### src/rtl/cfgr_pkg.sv
// Package: shared widths, setup-word field positions and the routed-access
// record used between the decoder and the output pipeline.
package cfgr_pkg;
    localparam int BUS_W     = 8;   // bus number width
    localparam int DEV_W     = 5;   // device field width
    localparam int FN_W      = 3;   // function field width
    localparam int ID_IN_W   = 8;   // raw width of device/function inputs
    localparam int OFF_W     = 12;  // register offset width
    localparam int AW        = 32;  // address width
    localparam int DW        = 32;  // data / setup word width
    localparam int BUS_LSB   = 16;  // bus field position in setup word
    localparam int DEV_LSB   = 8;   // device field position
    localparam int FN_LSB    = 0;   // function field position
    localparam int TYPE1_BIT = 24;  // set for Type 1 accesses

    typedef struct packed {
        logic          remote;
        logic [AW-1:0] addr;
        logic [DW-1:0] setup;
    } cfg_acc_t;

    // Builds the setup word from target id and access type.
    function automatic logic [DW-1:0] form_setup(
        input logic [BUS_W-1:0] bus,
        input logic [DEV_W-1:0] dev,
        input logic [FN_W-1:0]  fn,
        input logic             type1
    );
        logic [DW-1:0] w;
        w = '0;
        w[BUS_LSB +: BUS_W] = bus;
        w[DEV_LSB +: DEV_W] = dev;
        w[FN_LSB  +: FN_W]  = fn;
        w[TYPE1_BIT]        = type1;
        return w;
    endfunction
endpackage

### src/rtl/cfgr_decode.sv
// Module: cfgr_decode
// Combinational route decision for one configuration request: picks the
// region, forms the setup word and the dword-aligned address.
// Assumes: the remote window lies REMOTE_OFS above LOCAL_BASE; bus 0 is local.
module cfgr_decode
    import cfgr_pkg::*;
#(
    parameter logic [AW-1:0] LOCAL_BASE = '0,
    parameter logic [AW-1:0] REMOTE_OFS = 32'h0000_1000
) (
    input  logic [BUS_W-1:0]   bus,
    input  logic [ID_IN_W-1:0] dev_in,
    input  logic [ID_IN_W-1:0] fn_in,
    input  logic [OFF_W-1:0]   off,
    output cfg_acc_t           acc
);
    localparam logic [AW-1:0] REMOTE_BASE = LOCAL_BASE + REMOTE_OFS;

    logic [DEV_W-1:0] dev;
    logic [FN_W-1:0]  fn;
    logic             is_remote;
    logic             is_type1;
    logic [AW-1:0]    aligned;

    // Upper id bits are deliberately dropped by masking.
    logic unused_id_bits;
    assign unused_id_bits = &{1'b0, dev_in[ID_IN_W-1:DEV_W], fn_in[ID_IN_W-1:FN_W]};

    // Mask id fields, classify the bus, align the offset and build the record.
    always_comb begin
        dev       = dev_in[DEV_W-1:0];
        fn        = fn_in[FN_W-1:0];
        is_remote = (bus != '0);
        is_type1  = (bus > BUS_W'(1));
        aligned   = '0;
        aligned[OFF_W-1:2] = off[OFF_W-1:2];
        acc.remote = is_remote;
        acc.addr   = (is_remote ? REMOTE_BASE : LOCAL_BASE) + aligned;
        acc.setup  = is_remote ? form_setup(bus, dev, fn, is_type1) : '0;
    end
endmodule

### src/rtl/cfgr_pipe.sv
// Module: cfgr_pipe
// Fixed-depth register pipeline that carries a routed access to the output.
// Assumes: DEPTH >= 1; every stage advances every cycle (no back-pressure).
module cfgr_pipe
    import cfgr_pkg::*;
#(
    parameter int DEPTH = 2
) (
    input  logic     clk,
    input  logic     rst_n,
    input  logic     in_valid,
    input  cfg_acc_t in_acc,
    output logic     out_valid,
    output cfg_acc_t out_acc
);
    logic     vld [DEPTH];
    cfg_acc_t stg [DEPTH];

    for (genvar g = 0; g < DEPTH; g++) begin : g_stage
        // Advance one stage of the access record, cleared on reset.
        always_ff @(posedge clk) begin
            if (!rst_n) begin
                vld[g] <= 1'b0;
                stg[g] <= '0;
            end else if (g == 0) begin
                vld[g] <= in_valid;
                stg[g] <= in_valid ? in_acc : '0;
            end else begin
                vld[g] <= vld[(g == 0) ? 0 : g-1];
                stg[g] <= stg[(g == 0) ? 0 : g-1];
            end
        end
    end

    assign out_valid = vld[DEPTH-1];
    assign out_acc   = stg[DEPTH-1];
endmodule

### src/rtl/cfgr_regs.sv
// Module: cfgr_regs
// Holds the setup register and command word, serves register-port reads and
// senses the link state.
// Assumes: a request update and a port read in one cycle see the old value;
// port writes to the setup offset are dropped.
module cfgr_regs
    import cfgr_pkg::*;
#(
    parameter int             RA_W       = 12,
    parameter logic [RA_W-1:0] SETUP_ADDR = 12'h008,
    parameter logic [RA_W-1:0] CMD_ADDR   = 12'h004,
    parameter int             ST_W       = 5,
    parameter logic [ST_W-1:0] L0_CODE    = 5'h11
) (
    input  logic            clk,
    input  logic            rst_n,
    input  logic            upd,
    input  logic [DW-1:0]   upd_val,
    input  logic            reg_rd,
    input  logic            reg_wr,
    input  logic [RA_W-1:0] reg_addr,
    input  logic [DW-1:0]   reg_wdata,
    output logic [DW-1:0]   reg_rdata,
    input  logic [DW-1:0]   dbg_status,
    output logic [DW-1:0]   setup_q,
    output logic            train_en,
    output logic            link_up
);
    logic unused_bits;
    assign unused_bits = &{1'b0, reg_wdata[DW-1:1], dbg_status[DW-1:ST_W]};

    logic [DW-1:0] rd_mux;

    // Select the read value from the current (pre-edge) register contents.
    always_comb begin
        rd_mux = '0;
        if (reg_addr == SETUP_ADDR)
            rd_mux = setup_q;
        else if (reg_addr == CMD_ADDR)
            rd_mux[0] = train_en;
    end

    // Setup register: loaded only by remote requests.
    always_ff @(posedge clk) begin
        if (!rst_n)
            setup_q <= '0;
        else if (upd)
            setup_q <= upd_val;
    end

    // Command word bit 0: link-training enable, written from the port.
    always_ff @(posedge clk) begin
        if (!rst_n)
            train_en <= 1'b0;
        else if (reg_wr && reg_addr == CMD_ADDR)
            train_en <= reg_wdata[0];
    end

    // Registered read data, held between reads.
    always_ff @(posedge clk) begin
        if (!rst_n)
            reg_rdata <= '0;
        else if (reg_rd)
            reg_rdata <= rd_mux;
    end

    // Link-up flag from the training-state field.
    always_ff @(posedge clk) begin
        if (!rst_n)
            link_up <= 1'b0;
        else
            link_up <= (dbg_status[ST_W-1:0] == L0_CODE);
    end
endmodule

### src/rtl/cfg_access_router.sv
// Module: cfg_access_router (top)
// Routes configuration requests to local or remote space, loads the setup
// register one cycle ahead of the access output, and exposes the register port.
// Assumes: one request per cycle at most; no back-pressure from downstream.
module cfg_access_router
    import cfgr_pkg::*;
#(
    parameter logic [AW-1:0]   LOCAL_BASE = '0,
    parameter logic [AW-1:0]   REMOTE_OFS = 32'h0000_1000,
    parameter int              RA_W       = 12,
    parameter logic [RA_W-1:0] SETUP_ADDR = 12'h008,
    parameter logic [RA_W-1:0] CMD_ADDR   = 12'h004,
    parameter int              ST_W       = 5,
    parameter logic [ST_W-1:0] L0_CODE    = 5'h11
) (
    input  logic               clk,
    input  logic               rst_n,
    input  logic               req_valid,
    input  logic [BUS_W-1:0]   req_bus,
    input  logic [ID_IN_W-1:0] req_dev,
    input  logic [ID_IN_W-1:0] req_fn,
    input  logic [OFF_W-1:0]   req_off,
    output logic               acc_valid,
    output logic               acc_remote,
    output logic [AW-1:0]      acc_addr,
    output logic [DW-1:0]      acc_setup,
    input  logic               reg_rd,
    input  logic               reg_wr,
    input  logic [RA_W-1:0]    reg_addr,
    input  logic [DW-1:0]      reg_wdata,
    output logic [DW-1:0]      reg_rdata,
    input  logic [DW-1:0]      dbg_status,
    output logic               train_en,
    output logic               link_up
);
    localparam int PIPE_DEPTH = 2;  // setup write leads the access by one edge

    cfg_acc_t      dec_acc;
    cfg_acc_t      out_acc;
    logic [DW-1:0] setup_q;
    logic          setup_upd;

    cfgr_decode #(.LOCAL_BASE(LOCAL_BASE), .REMOTE_OFS(REMOTE_OFS)) u_dec (
        .bus    (req_bus),
        .dev_in (req_dev),
        .fn_in  (req_fn),
        .off    (req_off),
        .acc    (dec_acc)
    );

    assign setup_upd = req_valid && dec_acc.remote;

    cfgr_pipe #(.DEPTH(PIPE_DEPTH)) u_pipe (
        .clk       (clk),
        .rst_n     (rst_n),
        .in_valid  (req_valid),
        .in_acc    (dec_acc),
        .out_valid (acc_valid),
        .out_acc   (out_acc)
    );

    cfgr_regs #(
        .RA_W(RA_W), .SETUP_ADDR(SETUP_ADDR), .CMD_ADDR(CMD_ADDR),
        .ST_W(ST_W), .L0_CODE(L0_CODE)
    ) u_regs (
        .clk        (clk),
        .rst_n      (rst_n),
        .upd        (setup_upd),
        .upd_val    (dec_acc.setup),
        .reg_rd     (reg_rd),
        .reg_wr     (reg_wr),
        .reg_addr   (reg_addr),
        .reg_wdata  (reg_wdata),
        .reg_rdata  (reg_rdata),
        .dbg_status (dbg_status),
        .setup_q    (setup_q),
        .train_en   (train_en),
        .link_up    (link_up)
    );

    assign acc_remote = out_acc.remote;
    assign acc_addr   = out_acc.addr;
    assign acc_setup  = out_acc.setup;
endmodule

### config.mk
export PLATFORM = sky130hd
export DESIGN_NAME = cfg_access_router
export DESIGN_NICKNAME = d
export VERILOG_FILES = /design/src/rtl/cfgr_pkg.sv /design/src/rtl/cfgr_decode.sv /design/src/rtl/cfgr_pipe.sv /design/src/rtl/cfgr_regs.sv /design/src/rtl/cfg_access_router.sv
export SDC_FILE = /design/constraint.sdc
export NUM_CORES = 1
export LEC_CHECK = 0
export BUFFER_PORTS_ARGS = -buffer_cell sky130_fd_sc_hd__buf_2
export CELL_PAD_IN_SITES_DETAIL_PLACEMENT = 2
export CELL_PAD_IN_SITES_GLOBAL_PLACEMENT = 2
export CORE_ASPECT_RATIO = 0.5
export CORE_UTILIZATION = 24
export CTS_BUF_LIST = sky130_fd_sc_hd__clkbuf_4 sky130_fd_sc_hd__clkbuf_8
export DETAILED_ROUTE_END_ITERATION = 16
export HOLD_SLACK_MARGIN = 0.1
export PLACE_DENSITY_LB_ADDON = 0.1
export SLEW_MARGIN = 20
export SYNTH_ARGS = -nofsm -noshare
export SYNTH_HDL_FRONTEND = slang
export SYNTH_SLANG_ARGS = --single-unit
### constraint.sdc
create_clock -name clk -period 1.7 [get_ports clk]
set_input_delay 0.17 -clock clk [delete_from_list [all_inputs] [get_ports clk]]
set_output_delay 0.17 -clock clk [all_outputs]
set_load 0.005 [all_outputs]
==> results by stage <==
Yosys:
- Yosys printed 0 warnings.
- The post-synthesis sequential area ratio is 56.50%.
- The cell count after synthesis is 313.
- The number of distinct standard cells referenced by the synthesized netlist is 32.
- The cell area that synthesis handed to floorplanning was 3331 um^2.
- After synthesis the netlist holds a flip-flop and latch count of 94.
- The average instance in the mapped netlist occupies 10.64 um^2.

Critical path:
- STA classifies the critical path endpoint as a flip-flop.
- The launch point of the worst reg-to-reg path is u_regs.train_en.
- The maximum fanout along the worst path is 7.
- Tracing the worst setup path back leads to its startpoint at req_bus[1].
- The critical path ends at u_regs.setup_q[22].
- The critical path class is in -> reg.
- The destination of the worst register-to-register timing path is u_regs.reg_rdata[0].
- The data arrival time of the worst path is 1.94 ns.
- Traced cell by cell, the critical path runs through dlygate4sd3_1, buf_2, or4_4, o21ai_2, buf_6, a2bb2oi_1.
- The largest individual stage delay along the critical path comes from the cell or4_4.
- The required time reported for the critical path endpoint is 1.98 ns.
- The register-to-register setup slack is 0.80 ns.
- The worst setup path is launched from a primary input.
- In this design, the stage delay of the slowest critical-path cell is 0.58 ns.
- The number of cell instances on the worst register-to-register path is 3.

Power and ir drop:
- The power density over the cells is 959.1 nW/um^2.
- The worst vdd rail ir drop is 0.3064 mV.
- For this design the static power due to leakage is 2.051 nW.

Global route:
- The first-pass GRT wire length is 13660 um.
- The all-layer global routing usage is 12.35%.
- The initial antenna violation count came to 0.
- Entering global routing, the biggest net connects 36 pins.
- The leftover overflow at the end of global routing is 0.
- The number of global-route vias before repair is 2720.

Flow run:
- The number of max-capacitance violations reported is 0.

STA:
- The final critical delay including setup and external delays is 1.661 ns.
- At the pin with the least slew margin, the transition time is 0.6081 ns.
- Of the available clock period, the critical path in the final layout requires 97.70%.
- The number of failing setup endpoints in the final timing report is 0.
- The achievable frequency is 0.6021 GHz.
- The number of max-slew violations in the final report is 0.
- The worst-case setup margin in the final layout is 0.03903 ns.
- The final hold violation count is 0.
- Setup repair after global routing could not meet its margin everywhere.
- The worst clock skew on the final layout is 0.007373 ns.
- The relative slew slack is 59.08%.

Finish:
- The share of final-layout standard cells stronger than drive strength 1 is 28.38%.
- The antenna diode instance count is 0.
- The final-stage net count is 556.
- The area growth from synthesis to layout is 28.70%.
- The final core utilization is 32.73%.

Drt:
- In the routed layout, each cell is associated on average with a via count of 3.963.
- The wire length per cell is 13.17 um.
- After detailed routing, the total wire length is 8298 um.
- The DRC violations left is 0.
- The detail route stage leaves a number of antenna-violating nets equal to 0.
- The iteration-0 DRC count of the detailed router is 97.
- Before antenna repair, the detailed router went through 4 iterations.
- The routed layout has 2497 vias.

Clocking:
- Buffers inserted during clock tree synthesis total 9.
- The buffer cell driving the clock tree root is clkbuf_8.
- For this design, the sink count on the clock tree is 94.
- TritonCTS built the clock tree.
- The deepest level of the CTS H-tree is 3.
- The maximum number of buffers from clock root to sink is 2.
- The clock reaches the later pin of the worst-skew pair after 0.36 ns.
- The clock slew at the register clock pins of the worst setup and hold paths is 0.09 ns.
- Buffers added to address setup during post-CTS repair amount to 0.

Place:
- The weighted congestion at the end of routability-driven global placement is 0.7024.
- The count of port buffers added during placement is 97.
- Detailed placement finished with a half-perimeter wire length of 5988 um.
- The pre-CTS worst setup slack is 0.1842 ns.

Die:
- The count of standard-cell rows is 29.
- The floorplan step defined a die boundary enclosing 14380 um^2.
- After floorplanning, the core was sized to cover 13100 um^2.
- The count of boundary I/O pins is 217.
- The x dimension of the die is 168.6 um.
- The initial core utilization is 25.43%.
- The die span in y is 85.30 um.

Hold path:
- The min-delay analysis places its worst path in the category in -> reg.

Outcome:
- The flow ran to the end, and the final reports show no timing, DRC or antenna violations.
## registers in the layout, summed over array words and instances (netlist names)
name,flops
u_pipe.stg,56
u_regs.setup_q,17
u_regs.train_en,1
u_regs.link_up,1
u_regs.reg_rdata,17
u_pipe.vld,2
## per-stage QoR
| stage | instance area [um^2] | power [mW] | instances | setup TNS (ns) | hold slack (ns) |
|---|---|---|---|---|---|
| global route | 4287 | 4.345 | 630 | -0.001616 | 0.1102 |
| CTS | 4283 | 4.191 | 630 | 0 | 0.1113 |
| detailed placement | 3806 | 2.639 | 586 | 0 | 0.3489 |
| finish | 4287 | 4.111 | 630 | 0 | 0.1306 |
| global placement | 3806 | 2.622 | 586 | 0 | 0.3389 |
| floorplan | 3518 | 2.590 | 363 | 0 | 0.2461 |
## layout make-up
cell class	count	area, um^2
flip-flops and latches	94	1882
clock inverters	7	72.57
fillers	1491	8812
inverters	3	11.26
multi-input cells	199	1142
clock buffers	9	123.9
repair buffers	132	822.0
well taps	186	232.7
## where the power goes
group | switching (mW) | internal (mW) | leakage (nW)
combinational | 0.170 | 0.164 | 1.19
clock | 0.795 | 0.685 | 0.0960
sequential | 0.0192 | 2.28 | 0.769
## cells in the final DEF, fill, tap and decap left out, drive strengths merged, types with 2 or more instances in the layout
cell type	count
clkinvlp	2
clkbuf	9
a2bb2oi	10
nor4	3
clkinv	2
conb	51
o2bb2ai	5
nand4	2
dlygate4sd3	28
inv	5
and2	37
and3b	4
nand3b	17
nand2	20
buf	104
o21ai	19
or4	2
nor2	2
dfxtp	94
and3	18
## metal layers
metal / global-route usage [%] / share of wire [%] / up-vias
met5: 0 / 0 / -
li1: - / - / 1195
met4: 4.711 / 1.6 / 0
met1: 14.05 / 43 / 1184
met2: 21.65 / 49 / 107
met3: 4.104 / 6.6 / 11
## cell families (layout without fill, tap and decap cells)
family,after synthesis,count (layout),synth area share [%]
flops,94,94,56.50
compound gates,39,39,8.190
simple gates,108,108,20.06
mux,1,1,0.3005
other cells,1,51,0.1126
buf+inv,70,151,14.84
## worst max-delay path: cells and delay by family
kind	cells	cell delay [ns]
and+or+nand+nor	1	0.58
AOI/OAI and AO/OA	2	0.36
buffers and inverters	3	0.82
## synthesized netlist by cell type (all sizes together)
| cell type | instances | area share, % |
|---|---|---|
| and3b | 4 | 1.1 |
| o2bb2ai | 5 | 1.3 |
| dfxtp | 94 | 56 |
| inv | 3 | 0.34 |
| o21ai | 19 | 3.1 |
| a2bb2oi | 10 | 2.6 |
| nand2 | 20 | 2.3 |
| or4 | 2 | 0.68 |
| dlymetal6s2s | 1 | 0.38 |
| mux2i | 1 | 0.30 |
| nand4bb | 1 | 0.34 |
| nor4 | 3 | 0.56 |
| o311a | 1 | 0.30 |
| and2 | 37 | 6.9 |
| buf | 57 | 13 |
| nor3b | 1 | 0.23 |
| o21a | 1 | 0.23 |
| conb | 1 | 0.11 |
| nor2 | 2 | 0.23 |
| nand3b | 17 | 3.8 |
| a21o | 1 | 0.23 |
| nand4 | 2 | 0.38 |
| nand3 | 1 | 0.15 |
| o211ai | 1 | 0.23 |
| and3 | 18 | 3.4 |
| clkbuf | 9 | 1.0 |
| o22ai | 1 | 0.19 |
## repair_timing
action | 4_1_cts | 5_1_grt
hold buffers | 28 | 0
endpoints found under the setup margin | 0 | 2
hold endpoints to repair | 38 | 0
resized for setup | 0 | 1
## worst min-delay path by stage
stage                       start                end  cells after the start
floorplan           dbg_status[1]     u_regs.link_up                      1
global placement    dbg_status[1]     u_regs.link_up                      2
detailed placement  dbg_status[1]     u_regs.link_up                      2
CTS                    req_bus[7]  u_pipe.stg[0][23]                      2
global route           req_bus[7]  u_pipe.stg[0][23]                      2
finish                 req_bus[7]  u_pipe.stg[0][23]                      2
Note: power is estimated with default switching activity, not from simulation.
